==> src/rtl/hafilt_pkg.sv <==
package hafilt_pkg;

    localparam int BYTE_W    = 8;
    localparam int ADDR_W    = 2 * BYTE_W;
    localparam int NUM_SLOTS = 4;

    typedef enum logic [1:0] {
        CAP_IDLE    = 2'd0,
        CAP_WAIT_HI = 2'd1,
        CAP_DONE    = 2'd2
    } cap_state_e;

    typedef struct packed {
        logic              restart;
        logic              complete;
        logic              truncated;
        logic [ADDR_W-1:0] word;
    } capture_t;

    function automatic logic masked_equal(
        input logic [ADDR_W-1:0] rcv,
        input logic [ADDR_W-1:0] ref_addr,
        input logic [ADDR_W-1:0] mask
    );
        return ((rcv ^ ref_addr) & mask) == '0;
    endfunction

endpackage

==> src/rtl/hafilt_capture.sv <==
module hafilt_capture
    import hafilt_pkg::*;
(
    input  logic              clk,
    input  logic              rst,
    input  logic              wide,
    input  logic              rx_valid,
    input  logic              rx_sof,
    input  logic              rx_eof,
    input  logic [BYTE_W-1:0] rx_data,
    output capture_t          cap
);

    cap_state_e        state_q, state_d;
    logic [BYTE_W-1:0] lo_q;

    always_comb begin
        cap     = '0;
        state_d = state_q;
        if (rx_valid) begin
            if (rx_sof) begin
                cap.restart = 1'b1;
                if (!wide) begin
                    cap.complete = 1'b1;
                    cap.word     = {{BYTE_W{1'b0}}, rx_data};
                    state_d      = CAP_DONE;
                end else if (rx_eof) begin
                    cap.truncated = 1'b1;
                    state_d       = CAP_DONE;
                end else begin
                    state_d = CAP_WAIT_HI;
                end
            end else if (state_q == CAP_WAIT_HI) begin
                cap.complete = 1'b1;
                cap.word     = {rx_data, lo_q};
                state_d      = CAP_DONE;
            end
        end
    end

    always_ff @(posedge clk) begin
        if (rst) begin
            state_q <= CAP_IDLE;
            lo_q    <= '0;
        end else begin
            state_q <= state_d;
            if (rx_valid && rx_sof) begin
                lo_q <= rx_data;
            end
        end
    end

    AST_GAP_KEEPS_WAIT: assert property (@(posedge clk) disable iff (rst)
        (state_q == CAP_WAIT_HI && !rx_valid) |=> state_q == CAP_WAIT_HI);

    AST_WAIT_FROM_WIDE_SOF: assert property (@(posedge clk) disable iff (rst)
        (rx_valid && rx_sof && wide && !rx_eof) |=> state_q == CAP_WAIT_HI);

endmodule

==> src/rtl/hafilt_match.sv <==
module hafilt_match
    import hafilt_pkg::*;
#(
    parameter int SLOTS = NUM_SLOTS,
    localparam int IDX_W = (SLOTS > 1) ? $clog2(SLOTS) : 1
) (
    input  logic [ADDR_W-1:0]       word,
    input  logic [ADDR_W-1:0]       mask,
    input  logic [SLOTS*ADDR_W-1:0] slots,
    output logic                    hit,
    output logic [IDX_W-1:0]        index
);

    logic [SLOTS-1:0] hit_vec;

    for (genvar g = 0; g < SLOTS; g++) begin : g_cmp
        assign hit_vec[g] = masked_equal(word, slots[g*ADDR_W +: ADDR_W], mask);
    end

    always_comb begin
        index = '0;
        for (int i = SLOTS - 1; i >= 0; i--) begin
            if (hit_vec[i]) begin
                index = IDX_W'(i);
            end
        end
    end

    assign hit = |hit_vec;

    always_comb begin
        if (hit) begin
            AST_INDEX_IS_HIT: assert (hit_vec[index]);
        end
    end

endmodule

==> src/rtl/hafilt_decide.sv <==
module hafilt_decide
    import hafilt_pkg::*;
#(
    parameter int IDX_W = 2
) (
    input  logic             clk,
    input  logic             rst,
    input  capture_t         cap,
    input  logic             promisc,
    input  logic             hit,
    input  logic [IDX_W-1:0] hit_index,
    output logic             dec_valid,
    output logic             dec_accept,
    output logic [IDX_W-1:0] dec_index
);

    always_ff @(posedge clk) begin
        if (rst) begin
            dec_valid  <= 1'b0;
            dec_accept <= 1'b0;
            dec_index  <= '0;
        end else if (cap.complete) begin
            dec_valid  <= 1'b1;
            dec_accept <= hit || promisc;
            dec_index  <= hit ? hit_index : '0;
        end else if (cap.truncated) begin
            dec_valid  <= 1'b1;
            dec_accept <= 1'b0;
            dec_index  <= '0;
        end else if (cap.restart) begin
            dec_valid  <= 1'b0;
            dec_accept <= 1'b0;
            dec_index  <= '0;
        end
    end

    AST_TRUNC_REJECT: assert property (@(posedge clk) disable iff (rst)
        cap.truncated |=> (dec_valid && !dec_accept));

endmodule

==> src/rtl/hdlc_addr_filter.sv <==
module hdlc_addr_filter
    import hafilt_pkg::*;
#(
    parameter int SLOTS = NUM_SLOTS,
    localparam int IDX_W = (SLOTS > 1) ? $clog2(SLOTS) : 1
) (
    input  logic                    clk,
    input  logic                    rst,
    input  logic                    cfg_wide,
    input  logic                    cfg_promisc,
    input  logic [ADDR_W-1:0]       cfg_mask,
    input  logic [SLOTS*ADDR_W-1:0] cfg_addr,
    input  logic                    rx_valid,
    input  logic                    rx_sof,
    input  logic                    rx_eof,
    input  logic [BYTE_W-1:0]       rx_data,
    output logic                    dec_valid,
    output logic                    dec_accept,
    output logic [IDX_W-1:0]        dec_index
);

    capture_t         cap;
    logic             hit;
    logic [IDX_W-1:0] hit_index;

    hafilt_capture u_capture (
        .clk      (clk),
        .rst      (rst),
        .wide     (cfg_wide),
        .rx_valid (rx_valid),
        .rx_sof   (rx_sof),
        .rx_eof   (rx_eof),
        .rx_data  (rx_data),
        .cap      (cap)
    );

    hafilt_match #(.SLOTS(SLOTS)) u_match (
        .word  (cap.word),
        .mask  (cfg_mask),
        .slots (cfg_addr),
        .hit   (hit),
        .index (hit_index)
    );

    hafilt_decide #(.IDX_W(IDX_W)) u_decide (
        .clk        (clk),
        .rst        (rst),
        .cap        (cap),
        .promisc    (cfg_promisc),
        .hit        (hit),
        .hit_index  (hit_index),
        .dec_valid  (dec_valid),
        .dec_accept (dec_accept),
        .dec_index  (dec_index)
    );

    AST_NARROW_NEXT_CYCLE: assert property (@(posedge clk) disable iff (rst)
        (rx_valid && rx_sof && !cfg_wide) |=> dec_valid);

    AST_WIDE_PENDING: assert property (@(posedge clk) disable iff (rst)
        (rx_valid && rx_sof && cfg_wide && !rx_eof) |=> !dec_valid);

    AST_REJECT_ZERO_INDEX: assert property (@(posedge clk) disable iff (rst)
        (dec_valid && !dec_accept) |-> dec_index == '0);

    AST_PROMISC_ACCEPT: assert property (@(posedge clk) disable iff (rst)
        (rx_valid && rx_sof && !cfg_wide && cfg_promisc) |=> dec_accept);

    AST_SHORT_REJECT: assert property (@(posedge clk) disable iff (rst)
        (rx_valid && rx_sof && rx_eof && cfg_wide) |=> (dec_valid && !dec_accept));

    AST_DECISION_HOLD: assert property (@(posedge clk) disable iff (rst)
        (dec_valid && !(rx_valid && rx_sof))
        |=> (dec_valid && $stable(dec_accept) && $stable(dec_index)));

endmodule

==> config.mk <==
export PLATFORM = sky130hd
export DESIGN_NAME = hdlc_addr_filter
export DESIGN_NICKNAME = d
export VERILOG_FILES = /design/src/rtl/hafilt_pkg.sv /design/src/rtl/hafilt_capture.sv /design/src/rtl/hafilt_match.sv /design/src/rtl/hafilt_decide.sv /design/src/rtl/hdlc_addr_filter.sv
export SDC_FILE = /design/constraint.sdc
export NUM_CORES = 1
export LEC_CHECK = 0
export ABC_AREA = 0
export BUFFER_PORTS_ARGS = -buffer_cell sky130_fd_sc_hd__buf_2
export CAP_MARGIN = 20
export CELL_PAD_IN_SITES_DETAIL_PLACEMENT = 1
export CELL_PAD_IN_SITES_GLOBAL_PLACEMENT = 1
export CORE_MARGIN = 8
export CORE_UTILIZATION = 34
export DETAILED_ROUTE_END_ITERATION = 6
export PLACE_DENSITY_LB_ADDON = 0.1
export SLEW_MARGIN = 20
export SYNTH_ARGS = -nofsm -noshare
export SYNTH_HDL_FRONTEND = slang
export SYNTH_HIERARCHICAL = 1
export SYNTH_SLANG_ARGS = --single-unit
==> constraint.sdc <==
create_clock -name clk -period 5 [get_ports clk]
set_clock_uncertainty 0.1 [all_clocks]
set_input_delay 0.25 -clock clk [delete_from_list [all_inputs] [get_ports clk]]
set_output_delay 0.25 -clock clk [all_outputs]
set_load 0.01 [all_outputs]
==> impl_metrics.toml <==
[yosys]
synthCells = 216
ys_seq_elements = 14
synth_top_cells_by_count = "64 x xor2_1, 24 x a22oi_1, 21 x a21oi_1, 14 x dfxtp_1, 10 x nand3_1"
yosysUniqueCellTypes = 30
synth_area_leaders = "xor2_1 30%, dfxtp_1 15%, a22oi_1 9.8%"
yosysWarnings = 6
synth_edf_count = 0
syn_nets = 311
synth_flop_cell = "dfxtp_1"
async_reset_ff_share_pct = 0
ys_seq_area_share_pct = 15.21
synth_top_area_cell = "xor2_1"
synth.cell_area_um2 = 1843
synth_top_area_share_pct = 30.41
synth_most_common_cell = "xor2_1"
syn-mean-instance-area_um2 = 8.532

[die]
dieArea_um2 = 8033
initial_core_util_pct = 34.31
io_pins = 99
rows = 27
dieHeight_um = 89.63
core_area_um2 = 5371
dieWidth_um = 89.63

[layout]
nets = 404
diodes = 0
seq_area_um2 = 280.3
drive_gt1_share_pct = 38.64
multi_input_area_um2 = 1490
instances_no_fill = 380
area_delta_synth_final_pct = 30.75
num-fill-cells = 693
fin_util_pct = 44.86

[cts]
insertion_delay_ns = 0.24
clock_sink_count = 14
cts_max_level = 1
clock_path_buffers = 2
cts_tree = "done"
holdBufCountCts = 0
cts_root_buf = "clkbuf_8"
cts_buffers = 3
ctsResizeCount = 0
clk_pin_slew_ns = 0.06
post-cts-setup-buffers = 0

[sta]
finalSetupViolations = 0
slew_headroom_pct = 56.26
period_share_pct = 53.96
finalHoldViolations = 0
fin_tns_setup_ns = 0
fmax_mhz = 370.6
min_period_ns = 2.698
slew_viol_final = 0
rsz0062_at_grt = "false"
tightest_slew_ns = 0.6560

[power_and_ir_drop]
clock_power_share_pct = 29.8
switchingPower_uw = 116.9
power_frac_comb_pct = 37.8
seqPwrFrac_pct = 32.4
swShare_pct = 31.49
ir_worst_vdd_mv = 0.1073
p_int_uw = 254.3
power.leakage_uw = 0.001253
power_density_nw_per_um2 = 154.0

[place]
dp_hpwl_um = 5909
place.gp.congestion = 0.8990
port_buffers = 98
dp_cells = 376

[detailed_routing]
routedWlPerCell_um = 18.09
routed_via_density = 5.129
vias = 1949
dr.pass1.iters = 4
routed_wl_um = 6874
dr.first_iter.drc_count = 49
ant_nets = 0
drc_errors = 0

[setup_path]
cp-start-kind = "flop"
critical_path_buf_inv_count = 0
cp-end-kind = "flop"
path_max_fanout = 11
regToRegSetupSlack_ns = 2.30
cpPeakStageDelay_ns = 0.53
cp_top_family = "simple AND/OR/NAND/NOR gates"
slowest_stage = "dfxtp_1"
critPathKind = "flop to flop"
cp.required_ns = 5.08
r2r_start = "u_capture/state_q[0]$_SDFFE_PP0P_"
path_cells = "nor3b_4 > and3_1 > xor2_1 > a22o_1 > a221oi_2 > nand4_1 > nor2b_1 > nor3_2 > nand3_1 > a21oi_1"
r2r_end = "u_decide/dec_index[1]$_SDFFE_PP0P_"
r2r_cells = 10
cp.arrival_ns = 2.78

[global_route]
antenna_found_initial = 0
track_usage_pct = 17.07
grt_max_degree = 40
overflow = 0
grt_pass1_wl_um = 10670
grt_pass1_vias = 2101

[hold_path]
min-delay-start = "rx_data[2]"
hold_path_depth = 3
min_to = "u_capture/lo_q[2]$_SDFFE_PP0P_"
hold_class = "input pin to flop"

[flow_run]
maxCapViolCount = 0

[outcome]
status = "complete, no violations"
per-layer routing:
layer	vias up	track usage (%)	part of all wire [%]
met5	-	0	0
met4	0	4.381	0.93
met3	4	2.457	5.8
met2	48	31.02	49
met1	906	20.29	44
li1	991	-	-
registers in the layout (all words and copies together) (netlist names):
name                 flops
u_decide/dec_accept      1
u_decide/dec_index       2
u_decide/dec_valid       1
u_capture/state_q        2
u_capture/lo_q           8
final cells by class:
| cell class | instances | share of cell area, % |
|---|---|---|
| multi-input combinational | 191 | 61.84 |
| clock buffer | 4 | 2.285 |
| inverter | 1 | 0.1558 |
| sequential | 14 | 11.63 |
| timing repair buffer | 98 | 20.35 |
| tap | 72 | 3.738 |
placed cells by master, fill, tap and decap left out, types with 3 or more instances in the layout:
cell | Yosys | final
buf_2 | 4 | 98
clkbuf_8 | 0 | 4
or4b_1 | 3 | 3
a221oi_2 | 5 | 5
and3_1 | 9 | 9
nand4_1 | 7 | 7
a21bo_2 | 9 | 9
nand2_1 | 9 | 9
a22o_1 | 4 | 4
dfxtp_1 | 14 | 14
a22oi_1 | 24 | 24
a21oi_1 | 21 | 21
nand4bb_1 | 8 | 8
nand3_1 | 10 | 10
nor2_1 | 6 | 6
xor2_1 | 64 | 64
power groups by stage:
stage,sequential (uW),clock [uW],combinational (uW)
final,120,111,140
after global routing,121,120,154
after CTS,120,115,141
after detailed placement,123,0,140
after global placement,122,0,139
after floorplan,121,0,76.5
cells by family (layout without fill, tap and decap cells):
group                     count (synthesis)  after routing  share of synthesized area (%)
AOI/OAI and AO/OA                        68             68                          28.51
DFF                                      14             14                          15.21
and+or+nand+nor                          59             59                          21.93
buffers and inverters                    11            103                          3.937
xor gates and xnor gates                 64             64                          30.41
stage by stage:
step	area (um2)	hold slack [ns]	total power (uW)	setup WS, ns
5_1_grt	2410	0.1993	395.3	2.053
3_5_place_dp	2355	0.3704	262.8	2.088
2_1_floorplan	1843	0.2191	197.8	2.786
6_report	2410	0.1824	371.1	2.302
3_3_place_gp	2355	0.3622	261.4	2.164
4_1_cts	2410	0.1779	376.1	2.295
worst max path at each step:
stage,from,end,cells after the start
after global routing,u_capture/state_q[0]$_SDFFE_PP0P_,u_decide/dec_index[0]$_SDFFE_PP0P_,10
after global placement,rx_valid,u_decide/dec_accept$_SDFFE_PP0P_,11
after floorplan,rx_sof,u_decide/dec_accept$_SDFFE_PP0P_,13
after CTS,u_capture/state_q[0]$_SDFFE_PP0P_,u_decide/dec_index[1]$_SDFFE_PP0P_,10
after detailed placement,rx_valid,u_decide/dec_index[1]$_SDFFE_PP0P_,11
final,u_capture/state_q[0]$_SDFFE_PP0P_,u_decide/dec_index[1]$_SDFFE_PP0P_,10
worst register-to-register path, cell delays in order, from the launching register on:
cell and delay [ns]:
dfxtp_1 0.53, nor3b_4 0.44, and3_1 0.38, xor2_1 0.12
a22o_1 0.21, a221oi_2 0.20, nand4_1 0.14, nor2b_1 0.18
nor3_2 0.11, nand3_1 0.09, a21oi_1 0.13
Power figures use the tool's default switching activity.
